$ cat src/rtl/exti_pkg.sv
package exti_pkg;

    localparam int NUM_PORTS  = 9;
    localparam int NUM_LINES  = 16;
    localparam int SEL_W      = 4;
    localparam int DATA_W     = 32;
    localparam int ADDR_W     = 10;
    localparam int HALF_W     = DATA_W / 2;
    localparam int LINES_PER_REG = HALF_W / SEL_W;
    localparam int NUM_SELREG = NUM_LINES / LINES_PER_REG;
    localparam int SELIDX_W   = $clog2(NUM_SELREG);
    localparam int NUM_PINS   = NUM_PORTS * NUM_LINES;

    localparam logic [ADDR_W-1:0] OFF_REMAP   = 10'h000;
    localparam logic [ADDR_W-1:0] OFF_PMODE   = 10'h004;
    localparam logic [ADDR_W-1:0] OFF_SEL     = 10'h008;
    localparam logic [ADDR_W-1:0] OFF_SEL_END = OFF_SEL + ADDR_W'(4 * NUM_SELREG);
    localparam logic [ADDR_W-1:0] OFF_COMP    = 10'h020;

    typedef enum logic [2:0] {
        RK_NONE,
        RK_REMAP,
        RK_PMODE,
        RK_SEL,
        RK_COMP
    } reg_kind_e;

    typedef struct packed {
        reg_kind_e            kind;
        logic [SELIDX_W-1:0]  idx;
    } reg_hit_t;

    function automatic reg_hit_t decode_addr(input logic [ADDR_W-1:0] a);
        reg_hit_t h;
        logic [ADDR_W-1:0] rel;
        h.kind = RK_NONE;
        h.idx  = '0;
        rel    = a - OFF_SEL;
        if (a == OFF_REMAP)
            h.kind = RK_REMAP;
        else if (a == OFF_PMODE)
            h.kind = RK_PMODE;
        else if (a == OFF_COMP)
            h.kind = RK_COMP;
        else if (a >= OFF_SEL && a < OFF_SEL_END && a[1:0] == 2'b00) begin
            h.kind = RK_SEL;
            h.idx  = SELIDX_W'(rel >> 2);
        end
        return h;
    endfunction

endpackage

$ cat src/rtl/exti_regfile.sv
module exti_regfile
    import exti_pkg::*;
(
    input  logic                            clk,
    input  logic                            rst,
    input  logic                            acc,
    input  logic                            we,
    input  logic [ADDR_W-1:0]               addr,
    input  logic [DATA_W-1:0]               wdata,
    output logic [DATA_W-1:0]               rdata,
    output logic                            err,
    output logic [NUM_LINES-1:0][SEL_W-1:0] sel
);

    logic [HALF_W-1:0] sel_q [NUM_SELREG];
    logic [DATA_W-1:0] comp_q;
    logic [DATA_W-1:0] rd_mux;
    reg_hit_t          hit;

    assign hit = decode_addr(addr);

    always_ff @(posedge clk) begin
        if (rst) begin
            for (int i = 0; i < NUM_SELREG; i++) sel_q[i] <= '0;
            comp_q <= '0;
        end else if (acc && we) begin
            if (hit.kind == RK_SEL)
                sel_q[hit.idx] <= wdata[HALF_W-1:0];
            else if (hit.kind == RK_COMP)
                comp_q <= wdata;
        end
    end

    always_comb begin
        rd_mux = '0;
        case (hit.kind)
            RK_SEL:  rd_mux = {{(DATA_W-HALF_W){1'b0}}, sel_q[hit.idx]};
            RK_COMP: rd_mux = comp_q;
            default: rd_mux = '0;
        endcase
    end

    always_ff @(posedge clk) begin
        if (rst) begin
            rdata <= '0;
            err   <= 1'b0;
        end else begin
            err <= acc && (hit.kind == RK_NONE);
            if (acc && !we)
                rdata <= rd_mux;
        end
    end

    for (genvar n = 0; n < NUM_LINES; n++) begin : g_field
        assign sel[n] = sel_q[n / LINES_PER_REG][(n % LINES_PER_REG) * SEL_W +: SEL_W];
    end

endmodule

$ cat src/rtl/exti_line_mux.sv
module exti_line_mux
    import exti_pkg::*;
(
    input  logic [NUM_PINS-1:0]             pins,
    input  logic [NUM_LINES-1:0][SEL_W-1:0] sel,
    output logic [NUM_LINES-1:0]            lines
);

    for (genvar n = 0; n < NUM_LINES; n++) begin : g_line
        always_comb begin
            lines[n] = 1'b0;
            for (int p = 0; p < NUM_PORTS; p++) begin
                if (sel[n] == SEL_W'(p))
                    lines[n] = pins[p * NUM_LINES + n];
            end
        end
    end

endmodule

$ cat src/rtl/exti_line_router.sv
module exti_line_router
    import exti_pkg::*;
(
    input  logic                  clk,
    input  logic                  rst,
    input  logic                  bus_acc,
    input  logic                  bus_we,
    input  logic [ADDR_W-1:0]     bus_addr,
    input  logic [DATA_W-1:0]     bus_wdata,
    output logic [DATA_W-1:0]     bus_rdata,
    output logic                  bus_err,
    input  logic [NUM_PINS-1:0]   pin_lvl,
    output logic [NUM_LINES-1:0]  line_lvl
);

    logic [NUM_LINES-1:0][SEL_W-1:0] line_sel;

    exti_regfile u_regs (
        .clk   (clk),
        .rst   (rst),
        .acc   (bus_acc),
        .we    (bus_we),
        .addr  (bus_addr),
        .wdata (bus_wdata),
        .rdata (bus_rdata),
        .err   (bus_err),
        .sel   (line_sel)
    );

    exti_line_mux u_mux (
        .pins  (pin_lvl),
        .sel   (line_sel),
        .lines (line_lvl)
    );

endmodule

$ cat config.mk
export PLATFORM = sky130hd
export DESIGN_NAME = exti_line_router
export DESIGN_NICKNAME = d
export VERILOG_FILES = /design/src/rtl/exti_pkg.sv /design/src/rtl/exti_regfile.sv /design/src/rtl/exti_line_mux.sv /design/src/rtl/exti_line_router.sv
export SDC_FILE = /design/constraint.sdc
export NUM_CORES = 1
export LEC_CHECK = 0
export ABC_AREA = 1
export CORE_AREA = 4 4 123 125
export DETAILED_ROUTE_END_ITERATION = 10
export DIE_AREA = 0 0 127 129
export GPL_TIMING_DRIVEN = 1
export PLACE_DENSITY = 0.86
export RECOVER_POWER = 25
export SLEW_MARGIN = 40
export SYNTH_ARGS = -nofsm -noshare
export SYNTH_HDL_FRONTEND = slang
export SYNTH_SLANG_ARGS = --single-unit
$ cat constraint.sdc
create_clock -name clk -period 4.9 [get_ports clk]
set_clock_uncertainty 0.2 [all_clocks]
set_input_delay 0.98 -clock clk [delete_from_list [all_inputs] [get_ports clk]]
set_output_delay 0.98 -clock clk [all_outputs]
set_load 0.005 [all_outputs]
==> impl_metrics.json, run 1 <==
{
  "rows": 43,
  "slew-limit-headroom": -0.146,
  "grt_start_max_net_pins": 37,
  "syn_nets": 1062,
  "swShare": 0.237,
  "crit_required_ns": 4.74,
  "die_area_sq_um": 16400,
  "switchingPower_mw": 0.688,
  "place_hpwl_um": 16900,
  "setup_viol": 0,
  "place_inst": 1258,
  "cts_root_buffer": "clkbuf_16",
  "avgSynthCellArea_sq_um": 7.94,
  "detailedPlace.worstSlack_ns": 0.777,
  "grt.total_usage": 0.267,
  "clkTransAtPathRegs_ns": 0.05,
  "drive_above_1_share": 0.0613,
  "clock_path_buffers": 2,
  "cap_violations": 1,
  "synth_cell_type_count": 29,
  "yosysWarnings": 0,
  "seqPwrFrac": 0.415,
  "fin_crit_sh": 0.842,
  "cp_max_fo": 35,
  "cts.hold.buffers_added": 0,
  "worstMarginPinSlew_ns": 1.71,
  "holdWs_ns": 0.256,
  "synth_area_sq_um": 6920,
  "r2r_slack_ns": 3.38,
  "drc": 0,
  "syn_inst": 872,
  "fillers": 1085,
  "final_common_cell": "clkdlybuf4s50_1",
  "fin_ws_ns": 0.777,
  "p_clk_frac": 0.444,
  "ant_nets": 0,
  "grt_pass1_vias": 7051,
  "finalSetupTns_ns": 0,
  "start_util": 0.499,
  "first_pass_iters": 5,
  "status": "finished with violations",
  "hp-class": "reg -> reg",
  "coreArea_sq_um": 13900,
  "slew_viol_final": 23,
  "io_buffers": 238,
  "drtIter0Drc": 601,
  "violations": "max-capacitance violations, max-slew violations",
  "layout_common_cells": "clkdlybuf4s50_1 (204), nor2_1 (158), o21ai_0 (112)",
  "die-height_um": 129,
  "clock_latency_ns": 0.41,
  "placed_cell_area_sq_um": 9430,
  "grt_pass1_wl_um": 34900,
  "power_frac_comb": 0.141,
  "rsz0062_at_grt": "no",
  "ctsResizeCount": 0,
  "ys_ff_latch": 129,
  "arrival_ns": 3.96,
  "ys_seq_area_frac": 0.466,
  "finalHoldViolations": 0,
  "gp_congestion": 0.934,
  "routed_wirelength_um": 22700,
  "grt_antenna_before_repair": 0,
  "critPathLaunchType": "primary input",
  "stdcell_count": 1289,
  "vias": 7306,
  "final_area_sq_um": 10000,
  "p_int_mw": 2.22,
  "peakVddDrop_mv": 0.250,
  "post_cts_buffers": 0,
  "fmax_mhz": 243,
  "p_per_area_nw_per_um2": 289,
  "wl_per_cell_um": 17.6,
  "endpoint_kind": "flop",
  "viasPerCell": 5.67,
  "critical_path_class": "in -> reg",
  "cts_sinks": 129,
  "p_leak_nw": 3.94,
  "gr-total-overflow": 0,
  "area_growth_pct": 44.9,
  "die_w_um": 127,
  "layout_min_cycle_time_ns": 4.12,
  "cts_buffers": 17,
  "io_pins": 239,
  "h-tree-depth": 4,
  "n_antenna_cell": 0,
  "cts_tree": "built",
  "nets": 1287
}
-- cells in the mapped netlist --
cell type	instances	share of area
nand3_4	4	0.010
nor4_1	1	0.00090
buf_1	5	0.0027
buf_2	10	0.0072
clkinv_2	1	0.00072
o21ai_0	112	0.081
nor2_8	2	0.0058
nor3_1	33	0.024
nor2_2	1	0.00090
nand3_1	50	0.036
a211oi_1	16	0.017
buf_4	3	0.0033
o221ai_1	32	0.040
clkbuf_1	21	0.011
o31ai_1	1	0.0011
dfxtp_1	65	0.19
edfxtp_1	64	0.28
buf_6	5	0.0081
clkinv_4	1	0.0013
a21oi_1	48	0.035
nor2_1	159	0.086
nand4_1	49	0.044
nand2_2	2	0.0018
nand2_4	1	0.0016
inv_1	86	0.047
nor2_4	10	0.016
nand2_1	87	0.047
inv_2	1	0.00054
nand3_2	2	0.0029
-- area by class of cell --
| type | instances | area [sq um] | area share |
|---|---|---|---|
| Tap cell | 180 | 225 | 0.0224 |
| Multi-Input combinational cell | 610 | 3140 | 0.313 |
| Clock buffer | 22 | 528 | 0.0526 |
| Clock inverter | 9 | 90.1 | 0.00898 |
| Timing Repair Buffer | 250 | 2490 | 0.248 |
| Sequential cell | 129 | 3220 | 0.321 |
| Inverter | 89 | 337 | 0.0335 |
-- kinds of logic after synthesis --
kind of cell,count (synthesis),synth area share
buf+inv,133,0.0819
flops,129,0.466
compound gates,209,0.175
simple gates,401,0.278
-- power by group through the flow --
stage / logic [mW] / registers [mW] / clock network (mW)
after global placement: 0.405 / 1.23 / 0
after CTS: 0.414 / 1.21 / 1.29
after floorplan: 0.152 / 1.22 / 0
after global routing: 0.444 / 1.21 / 1.34
final: 0.410 / 1.21 / 1.29
after detailed placement: 0.410 / 1.23 / 0
-- state kept, by name, summed over array words and instances, names as in the netlist --
name           flops
u_regs.sel_q      64
u_regs.comp_q     32
u_regs.rdata      32
u_regs.err         1
-- metrics by stage --
step / util / power [mW]
finish: 0.723 / 2.90
global route: 0.723 / 3.00
CTS: 0.724 / 2.91
detailed placement: 0.679 / 1.64
global placement: 0.677 / 1.63
floorplan: - / 1.37
-- path summary, 6_finish.rpt --
check,start,end,cells past startpoint
max,bus_addr[3],u_regs.sel_q[2][15]$_SDFFCE_PN0P_,10
min,u_regs.comp_q[27]$_SDFFE_PP0P_,u_regs.rdata[27]$_SDFFE_PP0P_,2
max reg2reg,u_regs.sel_q[3][4]$_DFFE_PP_,u_regs.rdata[4]$_SDFFE_PP0P_,6
min reg2reg,u_regs.comp_q[27]$_SDFFE_PP0P_,u_regs.rdata[27]$_SDFFE_PP0P_,2
-- worst max-delay path: stages --
cell and delay, ns:
dlygate4sd3_1 0.69, nand2_2 0.13, nand2_2 0.09, nor2_8 0.43, nand2_4 0.06, clkinvlp_2 0.43
nand3_4 0.17, nor2_8 0.21, nand3_4 0.20, nand2_1 0.55
-- metal layers --
layer / up-vias / part of all wire / GRT usage / routed length (um)
met4: 0 / 0.020 / 0.0871 / 442
met1: 3337 / 0.40 / 0.330 / 9000
li1: 3511 / - / - / -
met2: 410 / 0.47 / 0.449 / 10700
met5: - / 0 / 0 / 0
met3: 48 / 0.11 / 0.0805 / 2560
Power figures use the tool's default switching activity.
==> run 2: changes to the inputs <==
--- a/config.mk
+++ b/config.mk
@@ -6,11 +6,11 @@
 export NUM_CORES = 1
 export LEC_CHECK = 0
 export ABC_AREA = 1
-export CORE_AREA = 4 4 123 125
+export CORE_AREA = 4 4 134 136
 export DETAILED_ROUTE_END_ITERATION = 10
-export DIE_AREA = 0 0 127 129
+export DIE_AREA = 0 0 138 140
 export GPL_TIMING_DRIVEN = 1
-export PLACE_DENSITY = 0.86
+export PLACE_DENSITY = 0.77
 export RECOVER_POWER = 25
 export SLEW_MARGIN = 40
 export SYNTH_ARGS = -nofsm -noshare
==> constraint.sdc (replaced) <==
create_clock -name clk -period 3.3 [get_ports clk]
set_clock_uncertainty 0.2 [all_clocks]
set_input_delay 0.66 -clock clk [delete_from_list [all_inputs] [get_ports clk]]
set_output_delay 0.66 -clock clk [all_outputs]
set_load 0.005 [all_outputs]
==> run 2 against run 1 <==
The run now ends clean; utilization decreased by 12 points; routed wire length increased by 2.4%; first-iteration DRC count decreased by 6.8%; worst hold slack about the same; critical path type is now in -> out; largest cell class unchanged.
==> impl_metrics.json, run 2 (synthesis results as in run 1) <==
{
  "fmax_mhz": 316,
  "ant_nets": 0,
  "slew-limit-headroom": 0.0700,
  "rows": 48,
  "clkTransAtPathRegs_ns": 0.06,
  "cts_sinks": 129,
  "cp_max_fo": 1,
  "hp-class": "reg -> reg",
  "cts_buffers": 17,
  "largest_reg_flops": 64,
  "wl_per_cell_um": 17.2,
  "rsz0062_at_grt": "no",
  "fin_crit_sh": 0.960,
  "grt.total_usage": 0.234,
  "vias": 7237,
  "ctsResizeCount": 0,
  "area_growth_pct": 47.3,
  "start_util": 0.409,
  "post_cts_buffers": 0,
  "setup_viol": 0,
  "gr-total-overflow": 0,
  "detailedPlace.worstSlack_ns": 0.184,
  "gp_congestion": 0.865,
  "finalSetupTns_ns": 0,
  "drtIter0Drc": 560,
  "cap_violations": 0,
  "n_antenna_cell": 0,
  "slew_viol_final": 0,
  "endpoint_kind": "primary output",
  "layout_min_cycle_time_ns": 3.17,
  "clock_latency_ns": 0.42,
  "layout_common_cells": "clkdlybuf4s50_1 (204), nor2_1 (156), o21ai_0 (112)",
  "h-tree-depth": 4,
  "peakVddDrop_mv": 0.284,
  "coreArea_sq_um": 16900,
  "grt_antenna_before_repair": 0,
  "regMostFlops": "u_regs.sel_q",
  "viasPerCell": 5.36,
  "p_per_area_nw_per_um2": 422,
  "drc": 0,
  "reg.largest.list": "u_regs.sel_q x64, u_regs.comp_q x32, u_regs.rdata x32",
  "grt_start_max_net_pins": 37,
  "drive_above_1_share": 0.0755,
  "cts_tree": "built",
  "first_pass_iters": 7,
  "status": "complete, no violations",
  "die_w_um": 138,
  "nets": 1303,
  "critPathLaunchType": "primary input",
  "fin_ws_ns": 0.133,
  "crit_required_ns": 2.44,
  "io_buffers": 238,
  "place_hpwl_um": 17600,
  "grt_pass1_vias": 7035,
  "clock_path_buffers": 2,
  "p_leak_nw": 4.02,
  "routed_wirelength_um": 23200,
  "die-height_um": 140,
  "grt_pass1_wl_um": 36600,
  "io_pins": 239,
  "die_area_sq_um": 19300,
  "cts_root_buffer": "clkbuf_16",
  "arrival_ns": 2.31,
  "finalHoldViolations": 0,
  "worstMarginPinSlew_ns": 1.39,
  "final_common_cell": "clkdlybuf4s50_1",
  "critical_path_class": "in -> out",
  "cts.hold.buffers_added": 0
}
[run 2: cell types whose count changed in the layout (fill, tap and decap cells not counted), moves of 2 or more]
cell and delta:
buf_4 +15, clkbuf_8 -2, clkbuf_1 +2, clkinv_2 +2, bufinv_16 +2, nor2_1 -2
clkbuf_16 -3, clkinvlp_4 +2
[run 2: worst max-delay path, stage by stage]
cell and delay, ns:
clkdlybuf4s50_1 0.51, o21ai_0 0.09, o221ai_1 0.19, nand3_1 0.10
o21ai_0 0.17, clkdlybuf4s50_1 0.58
[run 2: layout make-up]
type                       instances  area [sq um]
multi-input combinational        610          3150
timing repair buffer             266          2610
inverter                          89           340
clock buffer                      19           433
clock inverter                    13           160
sequential                       129          3220
fill                            1581          6740
tap                              225           282
[run 2: through the flow]
step | util | cells | area [sq um] | hold slack, ns | power [mW]
after global placement | 0.568 | 1319 | 9610 | 0.244 | 2.44
after detailed placement | 0.568 | 1319 | 9610 | 0.253 | 2.45
after CTS | 0.603 | 1351 | 10200 | 0.258 | 4.32
final | 0.602 | 1351 | 10200 | 0.256 | 4.30
after global routing | 0.602 | 1351 | 10200 | 0.275 | 4.46
after floorplan | - | 872 | 6930 | 0.239 | 2.04
[run 2: path summary, 6_finish.rpt]
path                                  start                             to  slack, ns  depth (start not counted)
min reg2reg  u_regs.comp_q[16]$_SDFFE_PP0P_  u_regs.rdata[16]$_SDFFE_PP0P_       0.26                          2
min          u_regs.comp_q[16]$_SDFFE_PP0P_  u_regs.rdata[16]$_SDFFE_PP0P_       0.26                          2
max reg2reg    u_regs.sel_q[3][4]$_DFFE_PP_   u_regs.rdata[4]$_SDFFE_PP0P_       1.86                          6
max                             pin_lvl[73]                    line_lvl[9]       0.13                          6
[run 2: power by group]
group / switching, mW / total, mW / internal [mW]
logic: 0.282 / 0.624 / 0.342
registers: 0.0461 / 1.79 / 1.74
clock network: 0.700 / 1.89 / 1.19
[run 2: layer usage]
| layer | share of wire | GRT usage | up-vias |
|---|---|---|---|
| met2 | 0.45 | 0.357 | 361 |
| li1 | - | - | 3536 |
| met1 | 0.43 | 0.315 | 3300 |
| met3 | 0.10 | 0.0795 | 40 |
| met4 | 0.016 | 0.0723 | 0 |
| met5 | 0 | 0 | - |
==> run 3: changes to the inputs <==
--- a/config.mk
+++ b/config.mk
@@ -6,11 +6,13 @@
 export NUM_CORES = 1
 export LEC_CHECK = 0
 export ABC_AREA = 1
-export CORE_AREA = 4 4 134 136
+export CELL_PAD_IN_SITES_DETAIL_PLACEMENT = 2
+export CELL_PAD_IN_SITES_GLOBAL_PLACEMENT = 2
+export CORE_AREA = 4 4 179 181
 export DETAILED_ROUTE_END_ITERATION = 10
-export DIE_AREA = 0 0 138 140
+export DIE_AREA = 0 0 183 185
 export GPL_TIMING_DRIVEN = 1
-export PLACE_DENSITY = 0.77
+export PLACE_DENSITY_LB_ADDON = 0.1
 export RECOVER_POWER = 25
 export SLEW_MARGIN = 40
 export SYNTH_ARGS = -nofsm -noshare
==> run 3 against run 2 <==
Clock-buffer cell count unchanged; sequential cell count unchanged; global-route usage decreased by 5.6 points; design area increased by 2.2%; first-iteration DRC count decreased by 61%; critical path depth unchanged; non-clock buffer count increased by 1; worst setup slack improved by 0.084 ns; via count decreased by 0.59%; largest cell class unchanged; highest routed layer is now met5.
==> impl_metrics.json, run 3 (synthesis results as in run 1) <==
{
  "status": "complete, no violations",
  "nets": 1304,
  "ant_nets": 0,
  "drive_above_1_share": 0.0790,
  "fmax_mhz": 324,
  "wl_per_cell_um": 20.1,
  "rsz0062_at_grt": "no",
  "grt_pass1_wl_um": 46400,
  "crit_required_ns": 2.44,
  "area_growth_pct": 50.5,
  "clock_latency_ns": 0.43,
  "multiInputGateArea_sq_um": 3150,
  "drtIter0Drc": 216,
  "grt_antenna_before_repair": 2,
  "vias": 7194,
  "cap_violations": 0,
  "rows": 64,
  "die_area_sq_um": 33900,
  "fin_util": 0.342,
  "layout_common_cells": "clkdlybuf4s50_1 (202), nor2_1 (157), o21ai_0 (112)",
  "gr-total-overflow": 0,
  "finalHoldViolations": 0,
  "fillers": 3487,
  "cp_max_fo": 1,
  "cts_root_buffer": "clkbuf_16",
  "crit_buf_inv": 2,
  "worstMarginPinSlew_ns": 0.984,
  "finalPower_mw": 4.35,
  "io_pins": 239,
  "p_leak_nw": 4.02,
  "die-height_um": 185,
  "viasPerCell": 4.72,
  "reg.largest.list": "u_regs.sel_q x64, u_regs.comp_q x32, u_regs.rdata x32",
  "gp_congestion": 0.784,
  "grt.total_usage": 0.178,
  "cts_tree": "built",
  "peakVddDrop_mv": 0.291,
  "post_cts_buffers": 0,
  "slew-limit-headroom": 0.344,
  "critical_path_class": "in -> out",
  "place_hpwl_um": 23600,
  "arrival_ns": 2.22,
  "cp_top_family": "buffers and inverters",
  "h-tree-depth": 4,
  "hp-class": "reg -> reg",
  "routed_wirelength_um": 30500,
  "grt_pass1_vias": 7781,
  "setup_viol": 0,
  "n_antenna_cell": 0,
  "cts_buffers": 17,
  "fin_crit_sh": 0.934,
  "final-seq-area_sq_um": 3220,
  "finalSetupTns_ns": 0,
  "io_buffers": 238,
  "regMostFlops": "u_regs.sel_q",
  "die_w_um": 183,
  "drc": 0,
  "clkTransAtPathRegs_ns": 0.06,
  "grt_start_max_net_pins": 37,
  "slew_viol_final": 0,
  "endpoint_kind": "primary output",
  "clock_path_buffers": 2,
  "cpMaxStageDelayCell": "clkdlybuf4s50_1",
  "coreArea_sq_um": 30400,
  "layout_min_cycle_time_ns": 3.08,
  "worstPathCellList": "clkdlybuf4s50_1 > o21ai_0 > o221ai_1 > nand3_1 > o21ai_0 > clkdlybuf4s50_1",
  "cts_sinks": 129,
  "start_util": 0.228,
  "critPathMaxStageDelay_ns": 0.56,
  "p_per_area_nw_per_um2": 417,
  "final_common_cell": "clkdlybuf4s50_1",
  "largest_reg_flops": 64,
  "first_pass_iters": 4,
  "critPathLaunchType": "primary input"
}
run 3: changes by cell type in the layout (fill, tap and decap cells not counted), sizes merged:
| cell | delta |
|---|---|
| buf | +1 |
| bufinv | -3 |
| clkbuf | +1 |
| clkdlybuf4s50 | -2 |
| clkinv | -3 |
| dlygate4sd3 | +1 |
| inv | +6 |
run 3: area by class of cell:
| type | count | share of cell area |
|---|---|---|
| clock buffers | 19 | 0.0456 |
| clock inverters | 13 | 0.0109 |
| inverters | 89 | 0.0327 |
| multi-input cells | 610 | 0.302 |
| flip-flops and latches | 129 | 0.309 |
| well taps | 396 | 0.0476 |
| repair buffers | 267 | 0.252 |
run 3: worst min-delay path: cells and delay by family, from the launching register on:
kind               cells  cell delay [ns]
AOI/OAI and AO/OA      1             0.05
DFF                    1             0.31
and+or+nand+nor        1             0.06
run 3: metal layers:
layer,track usage,wire length [um],up-vias
li1,-,-,3543
met1,0.242,14700,3439
met2,0.284,13800,174
met3,0.0408,1610,34
met4,0.0483,474,4
met5,0,29,-
run 3: through the flow:
step	setup slack, ns	hold WS (ns)	cell area [sq um]	cells
finish	0.216	0.261	10400	1523
global placement	0.154	0.254	9840	1491
floorplan	0.469	0.239	6930	872
detailed placement	0.154	0.259	9840	1491
global route	0.0989	0.289	10400	1523
CTS	0.0266	0.267	10400	1523
run 3: worst paths after layout:
kind / startpoint / endpoint / slack, ns / cells after the start
setup / recovery: pin_lvl[11] / line_lvl[11] / 0.22 / 6
hold / removal: u_regs.comp_q[22]$_SDFFE_PP0P_ / u_regs.rdata[22]$_SDFFE_PP0P_ / 0.26 / 2
setup reg to reg: u_regs.sel_q[1][4]$_SDFFCE_PN0P_ / u_regs.rdata[4]$_SDFFE_PP0P_ / 1.79 / 6
hold reg to reg: u_regs.comp_q[22]$_SDFFE_PP0P_ / u_regs.rdata[22]$_SDFFE_PP0P_ / 0.26 / 2
run 3: repair_timing:
| action | 4_1_cts | 5_1_grt |
|---|---|---|
| hold buffers | 0 | 0 |
| gates resized for setup | 0 | 2 |
| setup endpoints to repair | 0 | 1 |
run 3: where the power goes:
group / switching [mW] / internal (mW) / total, mW
registers: 0.0483 / 1.74 / 1.79
clock network: 0.824 / 1.08 / 1.90
logic: 0.314 / 0.343 / 0.657
total: 1.19 / 3.16 / 4.35
